==> src/rtl/tsw_pkg.sv <==
package tsw_pkg;

    typedef enum logic [1:0] {
        CAUSE_JMP  = 2'd0,
        CAUSE_CALL = 2'd1,
        CAUSE_INT  = 2'd2,
        CAUSE_IRET = 2'd3
    } cause_e;

    typedef enum logic [1:0] {
        FLT_NONE = 2'd0,
        FLT_NP   = 2'd1,
        FLT_GP   = 2'd2,
        FLT_TS   = 2'd3
    } fault_e;

    localparam logic [3:0] TYPE_GATE = 4'b0101;
    localparam int         TI_BIT    = 2;

endpackage

==> src/rtl/tsw_priv_check.sv <==
module tsw_priv_check
    import tsw_pkg::*;
(
    input  logic [1:0] cause,
    input  logic [1:0] cpl,
    input  logic [1:0] rpl,
    input  logic [1:0] dpl,
    output logic       deny
);
    logic [1:0] eff_lvl;
    logic       sw_cause;

    always_comb begin
        eff_lvl  = (cpl > rpl) ? cpl : rpl;
        sw_cause = (cause_e'(cause) == CAUSE_JMP) || (cause_e'(cause) == CAUSE_CALL);
        deny     = sw_cause && (dpl < eff_lvl);
    end
endmodule

==> src/rtl/tsw_tss_check.sv <==
module tsw_tss_check #(
    parameter int LIMIT_W    = 20,
    parameter int PAGE_SHIFT = 12,
    parameter int MIN_LIMIT  = 103
) (
    input  logic               sys_flag,
    input  logic [3:0]         typ,
    input  logic               present,
    input  logic [LIMIT_W-1:0] limit,
    input  logic               gran,
    input  logic               need_busy,
    output logic               is_tss,
    output logic               np_fail,
    output logic               busy_fail,
    output logic               lim_fail
);
    localparam int EFF_W = LIMIT_W + PAGE_SHIFT;

    logic [EFF_W-1:0] eff_limit;

    always_comb begin
        eff_limit = gran ? {limit, {PAGE_SHIFT{1'b1}}}
                         : {{PAGE_SHIFT{1'b0}}, limit};
        is_tss    = !sys_flag && (typ[3:2] == 2'b10) && typ[0];
        np_fail   = !present;
        busy_fail = need_busy ? !typ[1] : typ[1];
        lim_fail  = eff_limit < EFF_W'(MIN_LIMIT);
    end
endmodule

==> src/rtl/tsw_perm_check.sv <==
module tsw_perm_check
    import tsw_pkg::*;
#(
    parameter int SEL_W      = 16,
    parameter int LIMIT_W    = 20,
    parameter int PAGE_SHIFT = 12,
    parameter int MIN_LIMIT  = 103
) (
    input  logic               clk,
    input  logic               rst_n,
    input  logic               req_valid,
    input  logic [1:0]         req_cause,
    input  logic [1:0]         cur_cpl,
    input  logic [SEL_W-1:0]   req_sel,
    input  logic               tgt_sys,
    input  logic [3:0]         tgt_type,
    input  logic [1:0]         tgt_dpl,
    input  logic               tgt_present,
    input  logic [LIMIT_W-1:0] tgt_limit,
    input  logic               tgt_gran,
    input  logic [SEL_W-1:0]   gate_sel,
    input  logic               inr_sys,
    input  logic [3:0]         inr_type,
    input  logic               inr_present,
    input  logic [LIMIT_W-1:0] inr_limit,
    input  logic               inr_gran,
    output logic               rsp_valid,
    output logic               rsp_ok,
    output logic [1:0]         rsp_fault,
    output logic [SEL_W-1:0]   rsp_sel
);
    localparam int NVIEW = 2;   // 0: direct target, 1: descriptor behind a gate

    typedef struct packed {
        logic             valid;
        logic             ok;
        fault_e           fault;
        logic [SEL_W-1:0] sel;
    } rsp_t;

    rsp_t rsp_d, rsp_q;

    logic                need_busy;
    logic                priv_deny;
    logic                is_gate;
    logic                v_sys     [NVIEW];
    logic [3:0]          v_type    [NVIEW];
    logic                v_present [NVIEW];
    logic [LIMIT_W-1:0]  v_limit   [NVIEW];
    logic                v_gran    [NVIEW];
    logic                v_is_tss  [NVIEW];
    logic                v_np      [NVIEW];
    logic                v_busy    [NVIEW];
    logic                v_lim     [NVIEW];

    assign need_busy = (cause_e'(req_cause) == CAUSE_IRET);
    assign is_gate   = !tgt_sys && (tgt_type == TYPE_GATE);

    assign v_sys[0] = tgt_sys;      assign v_sys[1] = inr_sys;
    assign v_type[0] = tgt_type;    assign v_type[1] = inr_type;
    assign v_present[0] = tgt_present; assign v_present[1] = inr_present;
    assign v_limit[0] = tgt_limit;  assign v_limit[1] = inr_limit;
    assign v_gran[0] = tgt_gran;    assign v_gran[1] = inr_gran;

    tsw_priv_check u_priv (
        .cause (req_cause),
        .cpl   (cur_cpl),
        .rpl   (req_sel[1:0]),
        .dpl   (tgt_dpl),
        .deny  (priv_deny)
    );

    for (genvar gv = 0; gv < NVIEW; gv++) begin : g_view
        tsw_tss_check #(
            .LIMIT_W    (LIMIT_W),
            .PAGE_SHIFT (PAGE_SHIFT),
            .MIN_LIMIT  (MIN_LIMIT)
        ) u_tss (
            .sys_flag  (v_sys[gv]),
            .typ       (v_type[gv]),
            .present   (v_present[gv]),
            .limit     (v_limit[gv]),
            .gran      (v_gran[gv]),
            .need_busy (need_busy),
            .is_tss    (v_is_tss[gv]),
            .np_fail   (v_np[gv]),
            .busy_fail (v_busy[gv]),
            .lim_fail  (v_lim[gv])
        );
    end

    always_comb begin
        int unsigned vi;
        rsp_d       = '0;
        rsp_d.fault = FLT_NONE;
        vi          = is_gate ? 1 : 0;
        if (req_valid) begin
            rsp_d.valid = 1'b1;
            rsp_d.sel   = is_gate ? gate_sel : req_sel;
            // stages that belong to the gate or the direct selector
            if (is_gate) begin
                if (need_busy) begin
                    rsp_d.fault = FLT_GP;
                    rsp_d.sel   = req_sel;
                end else if (priv_deny) begin
                    rsp_d.fault = FLT_GP;
                    rsp_d.sel   = req_sel;
                end else if (!tgt_present) begin
                    rsp_d.fault = FLT_NP;
                    rsp_d.sel   = req_sel;
                end else if (gate_sel[TI_BIT] || !v_is_tss[1]) begin
                    rsp_d.fault = FLT_GP;
                end
            end else if (!v_is_tss[0] || req_sel[TI_BIT] || priv_deny) begin
                rsp_d.fault = FLT_GP;
            end
            // task-state tests, in fixed priority order
            if (rsp_d.fault == FLT_NONE) begin
                if (v_np[vi])
                    rsp_d.fault = FLT_NP;
                else if (v_busy[vi])
                    rsp_d.fault = FLT_GP;
                else if (v_lim[vi])
                    rsp_d.fault = FLT_TS;
            end
            rsp_d.ok = (rsp_d.fault == FLT_NONE);
        end
    end

    always_ff @(posedge clk) begin
        if (!rst_n)
            rsp_q <= '0;
        else
            rsp_q <= rsp_d;
    end

    assign rsp_valid = rsp_q.valid;
    assign rsp_ok    = rsp_q.ok;
    assign rsp_fault = rsp_q.fault;
    assign rsp_sel   = rsp_q.sel;
endmodule

==> config.mk <==
export PLATFORM = sky130hd
export DESIGN_NAME = tsw_perm_check
export DESIGN_NICKNAME = d
export VERILOG_FILES = /design/src/rtl/tsw_pkg.sv /design/src/rtl/tsw_priv_check.sv /design/src/rtl/tsw_tss_check.sv /design/src/rtl/tsw_perm_check.sv
export SDC_FILE = /design/constraint.sdc
export NUM_CORES = 1
export LEC_CHECK = 0
export BUFFER_PORTS_ARGS = -buffer_cell sky130_fd_sc_hd__buf_2
export CAP_MARGIN = 20
export CORE_MARGIN = 1.5
export CORE_UTILIZATION = 26
export CTS_CLUSTER_DIAMETER = 50
export CTS_CLUSTER_SIZE = 28
export DETAILED_ROUTE_END_ITERATION = 10
export GPL_ROUTABILITY_DRIVEN = 0
export MAX_ROUTING_LAYER = met4
export PLACE_DENSITY = 0.67
export SLEW_MARGIN = 20
export SYNTH_ARGS = -nofsm -noshare
export SYNTH_HDL_FRONTEND = slang
export SYNTH_HIERARCHICAL = 1
export SYNTH_SLANG_ARGS = --single-unit
export TNS_END_PERCENT = 50
==> constraint.sdc <==
create_clock -name clk -period 2.7 [get_ports clk]
set_input_delay 0.135 -clock clk [delete_from_list [all_inputs] [get_ports clk]]
set_output_delay 0.135 -clock clk [all_outputs]
set_load 0.01 [all_outputs]
==> qor.txt, run 1 <==
simple-gate area share of the yosys netlist: 0.255
width of the chip: 68.4 µm
FMAX: 454 MHz
post-synthesis sequential area ratio: 0.360
share of cells above drive strength 1: 0.547
nets@finish: 332
CP required: 2.84 ns
Setup WS post-layout: 0.499 ns
CP Max Fanout: 3
H-tree Lvls: 1
status: finished clean
drt first pass iters: 4
I/O pin count: 115
total global-route track usage: 0.120
pre-CTS worst setup slack: 0.236 ns
ant diodes: 0
die area: 4680 µm²
first-pass GRT wire length: 4.26 mm
starting DRC count in detailed routing: 16
CP endpoint kind: flip-flop
syn avg cell area: 9.59 µm²
Overflow after GRT: 0
Setup Buffers After CTS: 0
Area Growth Syn to Fin: 60.5%
most frequent cells in the layout: buf_2 (114), nor2_1 (23), dfxtp_1 (20)
Synth Net Count: 215
HPWL after DPL: 2.55 mm
cts hold-fix bufs: 0
IO buf count: 114
Least-Margin Pin Slew: 0.641 ns
drt wl/cell: 10.5 µm
Final Hold Fails: 0
largest net degree at the start of global routing: 20
Period minus WS final: 2.20 ns
adder-cell share of the synthesized area: 0.0450
Reg clk slew, reported paths: 0.07 ns
synth unique cells: 31
Via density: 4.49
multiplexer share of the synthesized area: 0.162
commonest non-fill, non-tap cell in the layout: buf_2
Initial Util: 0.274
Worst Hold Class: in -> reg
max-slew violations: 0
Fin Setup TNS: 0 ns
max incr delay on CP: 0.45 ns
Detailed Route WL: 2.96 mm
Pwr Total: 677 µW
maximum capacitance violations: 0
DRC violation count after routing: 0
post-cts resize count: 0
crit path cell chain: buf_2 > inv_1 > ha_1 > ha_1 > or4b_1 > or3_1 > o311ai_1 > a21oi_1 > a221oi_1 > mux2i_1 > nor4_1
Layout fillers: 386
Setup Crit Path Kind: in -> reg
synthesized area: 1110 µm²
antenna violations before repair: 0
CP dominant cell by count: ha_1
Routed Antenna Nets: 0
number of global-route vias before repair: 1,065
Cells after Synth: 116
Data arrival, critical path: 2.34 ns
final setup vio count: 0
Clock Path Buffers: 2
flop and latch count out of synthesis: 20
TritonCTS clock tree: done
compound-gate portion of the synthesized area: 0.0967
Synth Area in XOR/XNOR: 0.0157
Placed Instances: 278
final std cells w/o fill: 282
worst IR drop on VDD: 0.000167 V
# clock sinks: 20
slowest library cell on the worst path: or4b_1
period utilization: 0.815
vias post-DR: 1,267
Power Density: 379 nW/µm²
RSZ-0062 raised after global routing: no
Pleak: 0.00104 µW
largest family of logic cells by synthesized area: simple AND/OR/NAND/NOR gates
Yosys Warn Count: 6
CP startpoint kind: primary input
Max transition margin: 0.572
core area: 4060 µm²
Root Buffer: clkbuf_8
chip height: 68.4 µm
CTS buffer count: 3
num rows: 23
stage by stage:
stage	util	hold slack (ns)	instance area [µm²]
after global placement	0.426	0.367	1730
after floorplan	-	0.279	1110
after detailed placement	0.426	0.374	1730
after global routing	0.440	0.108	1790
after CTS	0.440	0.108	1790
final	0.440	0.113	1790
layer usage:
| layer | share of wire | global-route usage |
|---|---|---|
| met5 | 0 | - |
| met4 | 0 | 0.0450 |
| met3 | 0.081 | 0.00822 |
| met2 | 0.50 | 0.207 |
| met1 | 0.42 | 0.147 |
cell families after synthesis:
logic type	after synthesis
simple gates	45
compound gates	14
xor+xnor	2
mux	18
flops	20
buf+inv	13
fa+ha+maj	4
sequential cells by signal (all words and copies together), names as in the netlist:
name,count
rsp_fault,2
rsp_ok,1
rsp_sel,16
rsp_valid,1
path summary, 6_finish.rpt:
kind	startpoint	endpoint	slack, ns	depth (start not counted)
setup / recovery	req_sel[1]	rsp_ok	0.50	11
hold / removal	gate_sel[8]	rsp_sel[8]	0.11	3
worst max-delay path: cells and delay by family:
family                   cells  cell delay, ns
multiplexers                 1            0.14
buffers and inverters        2            0.14
adder cells (fa/ha/maj)      2            0.38
AO/OA/AOI/OAI                3            0.50
AND/OR/NAND/NOR              3            1.05
report_power, final:
part	internal [µW]	leakage [µW]	switching, µW
clock network	129	0.0000288	89.0
logic	85.2	0.000845	64.4
registers	306	0.000164	2.45
area by class of cell:
class                      count  area (µm²)  share of cell area
multi-input combinational     83         639               0.358
timing repair buffer         115         591               0.331
tap                           50        62.6              0.0350
sequential                    20         400               0.224
clock buffer                   4        55.1              0.0308
inverter                      10        37.5              0.0210
synthesized netlist by cell type:
master      n  share of area
ha_1        4          0.045
a31oi_1     2          0.011
nor4b_1     1         0.0079
and2b_4     1         0.0090
a311o_1     2          0.018
o21ba_2     1         0.0090
buf_12      1          0.018
nor4bb_1    2          0.018
nor4_2      6          0.067
buf_6       1          0.010
dfxtp_1    20           0.36
nand4_1     2          0.011
clkbuf_1    1         0.0034
o21ai_0     2         0.0090
inv_1      10          0.034
nor2_1     23          0.078
or3_1       1         0.0056
a2bb2oi_1   1         0.0079
a21oi_1     2         0.0090
or4b_1      2          0.018
a221oi_1    1         0.0079
xor2_1      2          0.016
o311ai_1    1         0.0079
and2_1      1         0.0056
nor3b_1     1         0.0068
o311ai_0    1         0.0079
nor4_1      2          0.011
nand2_1     2         0.0068
mux2i_1    18           0.16
o311a_1     1         0.0090
nand4bb_1   1          0.010
No activity file was read; power rests on OpenSTA's default activity.
==> inputs of run 2 (changes only) <==
--- a/config.mk
+++ b/config.mk
@@ -14,7 +14,7 @@
 export DETAILED_ROUTE_END_ITERATION = 10
 export GPL_ROUTABILITY_DRIVEN = 0
 export MAX_ROUTING_LAYER = met4
-export PLACE_DENSITY = 0.67
+export PLACE_DENSITY = 0.7
 export SLEW_MARGIN = 20
 export SYNTH_ARGS = -nofsm -noshare
 export SYNTH_HDL_FRONTEND = slang
==> constraint.sdc (replaced) <==
create_clock -name clk -period 1.8 [get_ports clk]
set_input_delay 0.09 -clock clk [delete_from_list [all_inputs] [get_ports clk]]
set_output_delay 0.09 -clock clk [all_outputs]
set_load 0.01 [all_outputs]
==> run 2 against run 1 <==
  * The flow now finishes with violations (negative setup slack)
  * Utilization up 4.2 points
  * Final cell count up 2.5%
  * Via count up 3.8%
  * Combinational power up 77%
  * Design area up 9.5%
  * Largest cell class unchanged
  * Count of clock-buffer cells in the layout down 1
  * Setup slack worse by 0.66 ns
  * Hold slack worse by 0.047 ns
==> qor.txt, run 2 (synthesis gave the netlist of run 1 again) <==
status: finished, violations left
failing checks: negative setup slack
share of cells above drive strength 1: 0.603 (+0.0551)
worst hold slack: 0.0656 ns (-0.0472 ns)
worst IR drop on VDD: 0.000226 V (+36%)
RSZ-0062 raised after global routing: yes
CP endpoint kind: flip-flop
Clock Path Buffers: 2 (unchanged)
CP startpoint kind: primary input
Via density: 4.55 (+1.3%)
Area Growth Syn to Fin: 75.8%
combinational share of power: 0.264 (+0.043)
maximum capacitance violations: 0 (unchanged)
Root Buffer: clkbuf_8
chip height: 68.4 µm (unchanged)
cts hold-fix bufs: 0 (unchanged)
number of global-route vias before repair: 1,224 (+15%)
Power Density: 514 nW/µm² (+36%)
DRC violation count after routing: 0 (unchanged)
nets@finish: 340 (+2.4%)
Setup Crit Path Kind: in -> reg
H-tree Lvls: 1 (unchanged)
HPWL after DPL: 2.72 mm (+6.8%)
antenna violations before repair: 0 (unchanged)
Period minus WS final: 1.97 ns
Int Power: 762 µW (+46%)
Clk pwr share: 0.276 (-0.047)
Pwr Total: 1010 µW (+49%)
Initial Util: 0.274 (unchanged)
CTS buffer count: 3 (unchanged)
core area: 4060 µm² (unchanged)
Overflow after GRT: 0 (unchanged)
sequential power share: 0.460 (+0.004)
Setup Buffers After CTS: 0 (unchanged)
pre-CTS worst setup slack: -0.559 ns (-0.795 ns)
drt wl/cell: 11.0 µm (+4.5%)
Final Hold Fails: 0 (unchanged)
IO buf count: 114 (unchanged)
CP required: 1.91 ns (-0.93 ns)
Worst Hold Class: in -> reg
width of the chip: 68.4 µm (unchanged)
final setup vio count: 18 (+18)
period utilization: 1.09
Largest register FFs: 16 (unchanged)
Routed Antenna Nets: 0 (unchanged)
ant diodes: 0 (unchanged)
commonest non-fill, non-tap cell in the layout: buf_2
vias post-DR: 1,315 (+3.8%)
Data arrival, critical path: 2.07 ns (-0.27 ns)
Placed Instances: 285 (+2.5%)
CP Max Fanout: 8 (+5)
placed cell area: 1840 µm² (+6.1%)
TritonCTS clock tree: done
# clock sinks: 20 (unchanged)
Detailed Route WL: 3.17 mm (+7.1%)
total global-route track usage: 0.139 (+0.0183)
first-pass GRT wire length: 4.81 mm (+13%)
Max transition margin: 0.575 (+0.00379)
FMAX: 509 MHz
starting DRC count in detailed routing: 21 (+5)
Setup WS post-layout: -0.166 ns (-0.665 ns)
Crit. Startpoint: cur_cpl[1]
final std cells w/o fill: 289 (+2.5%)
Reg clk slew, reported paths: 0.07 ns (about the same)
largest net degree at the start of global routing: 20 (unchanged)
num rows: 23 (unchanged)
Pleak: 0.00110 µW (+5.7%)
Finished Cell Area: 1960 µm² (+9.5%)
max-slew violations: 0 (unchanged)
hold wc startpoint: gate_sel[1]
Least-Margin Pin Slew: 0.635 ns (-0.00567 ns)
drt first pass iters: 4 (unchanged)
most frequent cells in the layout: buf_2 (112), nor2_1 (23), dfxtp_1 (20)
sw frac: 0.242 (+0.0121)
I/O pin count: 115 (unchanged)
die area: 4680 µm² (unchanged)
Net Sw Power: 244 µW (+56%)
run 2: power by group through the flow:
stage               clock [µW]  combinational, µW  sequential, µW
detailed placement           0                255             473
finish                     277                265             463
global route               316                296             464
CTS                        288                269             463
floorplan                    0               88.6             483
global placement             0                251             473
run 2: area by class of cell:
| class | instances | area (µm²) |
|---|---|---|
| Clock buffer | 3 | 41.3 |
| Fill cell | 403 | 2100 |
| Inverter | 10 | 57.6 |
| Multi-Input combinational cell | 83 | 698 |
| Sequential cell | 20 | 400 |
| Tap cell | 50 | 62.6 |
| Timing Repair Buffer | 123 | 696 |
run 2: metal layers:
metal  wire length (µm)  vias to the layer above  track usage
li1                   -                      673            -
met1               1330                      568        0.158
met2               1570                       72        0.250
met3                243                        2       0.0115
met4                 26                        0       0.0525
met5                  0                        -            -
run 2: what timing repair did:
item,in CTS,in global routing
gates resized for setup,13,1
gates cloned,1,0
setup endpoints to repair,19,19
pin swaps,2,1
run 2: critical path, cell delays in order:
cell	delay, ns
buf_12	0.09
inv_12	0.03
ha_4	0.15
ha_4	0.15
or4b_1	0.44
or3_1	0.33
o311ai_2	0.09
a21oi_2	0.07
or4b_4	0.26
buf_12	0.14
mux2i_1	0.18
nor2_1	0.06
run 2: worst paths after layout:
| path | end | slack, ns | depth (start not counted) |
|---|---|---|---|
| max | rsp_sel[8] | -0.17 | 12 |
| min | rsp_sel[1] | 0.07 | 3 |
run 2: stage by stage:
step	TNS, ns	util
floorplan	-4.60	-
global placement	-9.29	0.452
detailed placement	-9.97	0.452
global route	-3.56	0.482
finish	-2.42	0.482
CTS	-3.54	0.482
==> inputs of run 3 (changes only) <==
--- a/config.mk
+++ b/config.mk
@@ -5,16 +5,17 @@
 export SDC_FILE = /design/constraint.sdc
 export NUM_CORES = 1
 export LEC_CHECK = 0
-export BUFFER_PORTS_ARGS = -buffer_cell sky130_fd_sc_hd__buf_2
 export CAP_MARGIN = 20
 export CORE_MARGIN = 1.5
 export CORE_UTILIZATION = 26
 export CTS_CLUSTER_DIAMETER = 50
 export CTS_CLUSTER_SIZE = 28
 export DETAILED_ROUTE_END_ITERATION = 10
+export DONT_BUFFER_PORTS = 1
 export GPL_ROUTABILITY_DRIVEN = 0
+export GPL_TIMING_DRIVEN = 1
 export MAX_ROUTING_LAYER = met4
-export PLACE_DENSITY = 0.7
+export PLACE_DENSITY = 0.46
 export SLEW_MARGIN = 20
 export SYNTH_ARGS = -nofsm -noshare
 export SYNTH_HDL_FRONTEND = slang
==> run 3 against run 2 <==
  * The run ends with negative hold slack, negative setup slack left
  * Fmax is 3.7% higher
  * Power is 9.7% lower
  * Flip-flop and latch count stayed put
  * Die area stayed put
  * Final cell count is 33% lower
  * Setup slack better by 0.070 ns
  * Count of clock-buffer cells in the layout stayed put
  * Non-clock buffer count is 95 lower
  * Critical endpoint is now rsp_sel[15]
  * Largest cell class unchanged
  * Largest power group unchanged
==> qor.txt, run 3 (synthesis gave the netlist of run 1 again) <==
status: finished, violations left
failing checks: negative hold slack, negative setup slack
slowest library cell on the worst path: or4b_1
core area: 4060 µm² (unchanged)
# clock sinks: 20 (unchanged)
Crit. Startpoint: cur_cpl[1]
Power Density: 585 nW/µm² (+14%)
FMAX: 527 MHz (+3.7%)
DRC violation count after routing: 0 (unchanged)
Largest register FFs: 16 (unchanged)
IO buf count: 0 (-100%)
commonest non-fill, non-tap cell in the layout: nor2_1
drt wl/cell: 16.6 µm (+51%)
Least-Margin Pin Slew: 0.602 ns (-0.0335 ns)
HPWL after DPL: 2.44 mm (-10%)
nets@finish: 245 (-28%)
Area Growth Syn to Fin: 39.5%
Overflow after GRT: 0 (unchanged)
antenna violations before repair: 0 (unchanged)
most frequent cells in the layout: nor2_1 (23), dlygate4sd3_1 (22), dfxtp_1 (20)
CTS buffer count: 3 (unchanged)
Via density: 5.17 (+14%)
Worst Hold Class: in -> reg
Setup WS post-layout: -0.0964 ns (+0.0697 ns)
Setup Crit Path Kind: in -> reg
Initial Util: 0.274 (unchanged)
worst IR drop on VDD: 0.000230 V (+1.6%)
pre-CTS worst setup slack: -0.426 ns (+0.133 ns)
worst hold slack: -0.00191 ns (-0.0675 ns)
TritonCTS clock tree: done
CP dominant cell by count: ha_4
crit path cell chain: inv_12 > ha_4 > ha_4 > or4b_1 > or3_1 > o311ai_2 > a21oi_2 > or4b_4 > buf_12 > mux2i_1 > nor2_1
vias post-DR: 1,003 (-24%)
CP required: 1.91 ns (about the same)
period utilization: 1.05 (-0.0387)
Pleak: 0.000687 µW (-37%)
width of the chip: 68.4 µm (unchanged)
Data arrival, critical path: 2.01 ns (-0.06 ns)
largest net degree at the start of global routing: 20 (unchanged)
Reg clk slew, reported paths: 0.07 ns (about the same)
Layout fillers: 417 (+3.5%)
ant diodes: 0 (unchanged)
Clock Path Buffers: 2 (unchanged)
total global-route track usage: 0.129 (-0.00996)
maximum capacitance violations: 0 (unchanged)
CP endpoint kind: flip-flop
die area: 4680 µm² (unchanged)
Detailed Route WL: 3.21 mm (+1.4%)
final setup vio count: 18 (unchanged)
Finished Cell Area: 1550 µm² (-21%)
worst path bufs/invs: 2 (-1)
CP delay by family, top: simple AND/OR/NAND/NOR gates
starting DRC count in detailed routing: 48 (+130%)
Final Hold Fails: 1 (+1)
Root Buffer: clkbuf_8
I/O pin count: 115 (unchanged)
first-pass GRT wire length: 4.37 mm (-9.0%)
num rows: 23 (unchanged)
chip height: 68.4 µm (unchanged)
max-slew violations: 0 (unchanged)
placed cell area: 1240 µm² (-32%)
H-tree Lvls: 1 (unchanged)
number of global-route vias before repair: 1,023 (-16%)
hold wc startpoint: gate_sel[4]
Routed Antenna Nets: 0 (unchanged)
CP Max Fanout: 8 (unchanged)
share of cells above drive strength 1: 0.181 (-0.422)
RSZ-0062 raised after global routing: yes
max incr delay on CP: 0.46 ns (+0.02 ns)
CP startpoint kind: primary input
Max transition margin: 0.598 (+0.0224)
Period minus WS final: 1.90 ns (-0.0697 ns)
drt first pass iters: 4 (unchanged)
==> run 3: cell types whose count changed in the layout (fill, tap and decap cells not counted), sizes merged <==
cell         change
dlygate4sd3     +22
buf            -118
clkbuf           +1
==> run 3: worst paths after layout <==
check	end	slack, ns	cells after the start
max	rsp_sel[15]	-0.1	11
min	rsp_sel[4]	-0.002	2
==> run 3: routing by layer <==
metal | share of wire | up-vias | track usage
met3 | 0.10 | 2 | 0.0280
met2 | 0.54 | 65 | 0.249
met1 | 0.35 | 458 | 0.126
li1 | - | 478 | -
met5 | 0 | - | -
met4 | 0.0059 | 0 | 0.0375
==> run 3: area by class of cell <==
cell class / instances / area [µm²] / area share
multi-input combinational: 83 / 689 / 0.444
sequential: 20 / 400 / 0.258
timing repair buffer: 28 / 295 / 0.190
inverter: 10 / 62.6 / 0.0403
tap: 50 / 62.6 / 0.0403
clock buffer: 3 / 41.3 / 0.0266
==> run 3: where the power goes <==
part	switching (µW)	internal (µW)	total (µW)
combinational	60.4	97.3	158
clock	127	148	275
sequential	15.4	460	476
total	202	706	908
==> run 3: stage by stage <==
step	cells	total power (µW)	utilization	setup TNS (ns)
finish	194	908	0.382	-1.16
global route	194	960	0.382	-2.48
CTS	193	915	0.374	-1.43
detailed placement	168	600	0.306	-6.68
global placement	168	596	0.306	-5.85
floorplan	116	572	-	-4.60
==> run 3: timing repair <==
item,in CTS,in global routing
hold buffers,22,0
setup endpoints to repair,18,19
cloned,0,1
setup buffers,0,0
resized for setup,3,3
hold endpoints to repair,12,0
pin swaps,1,0
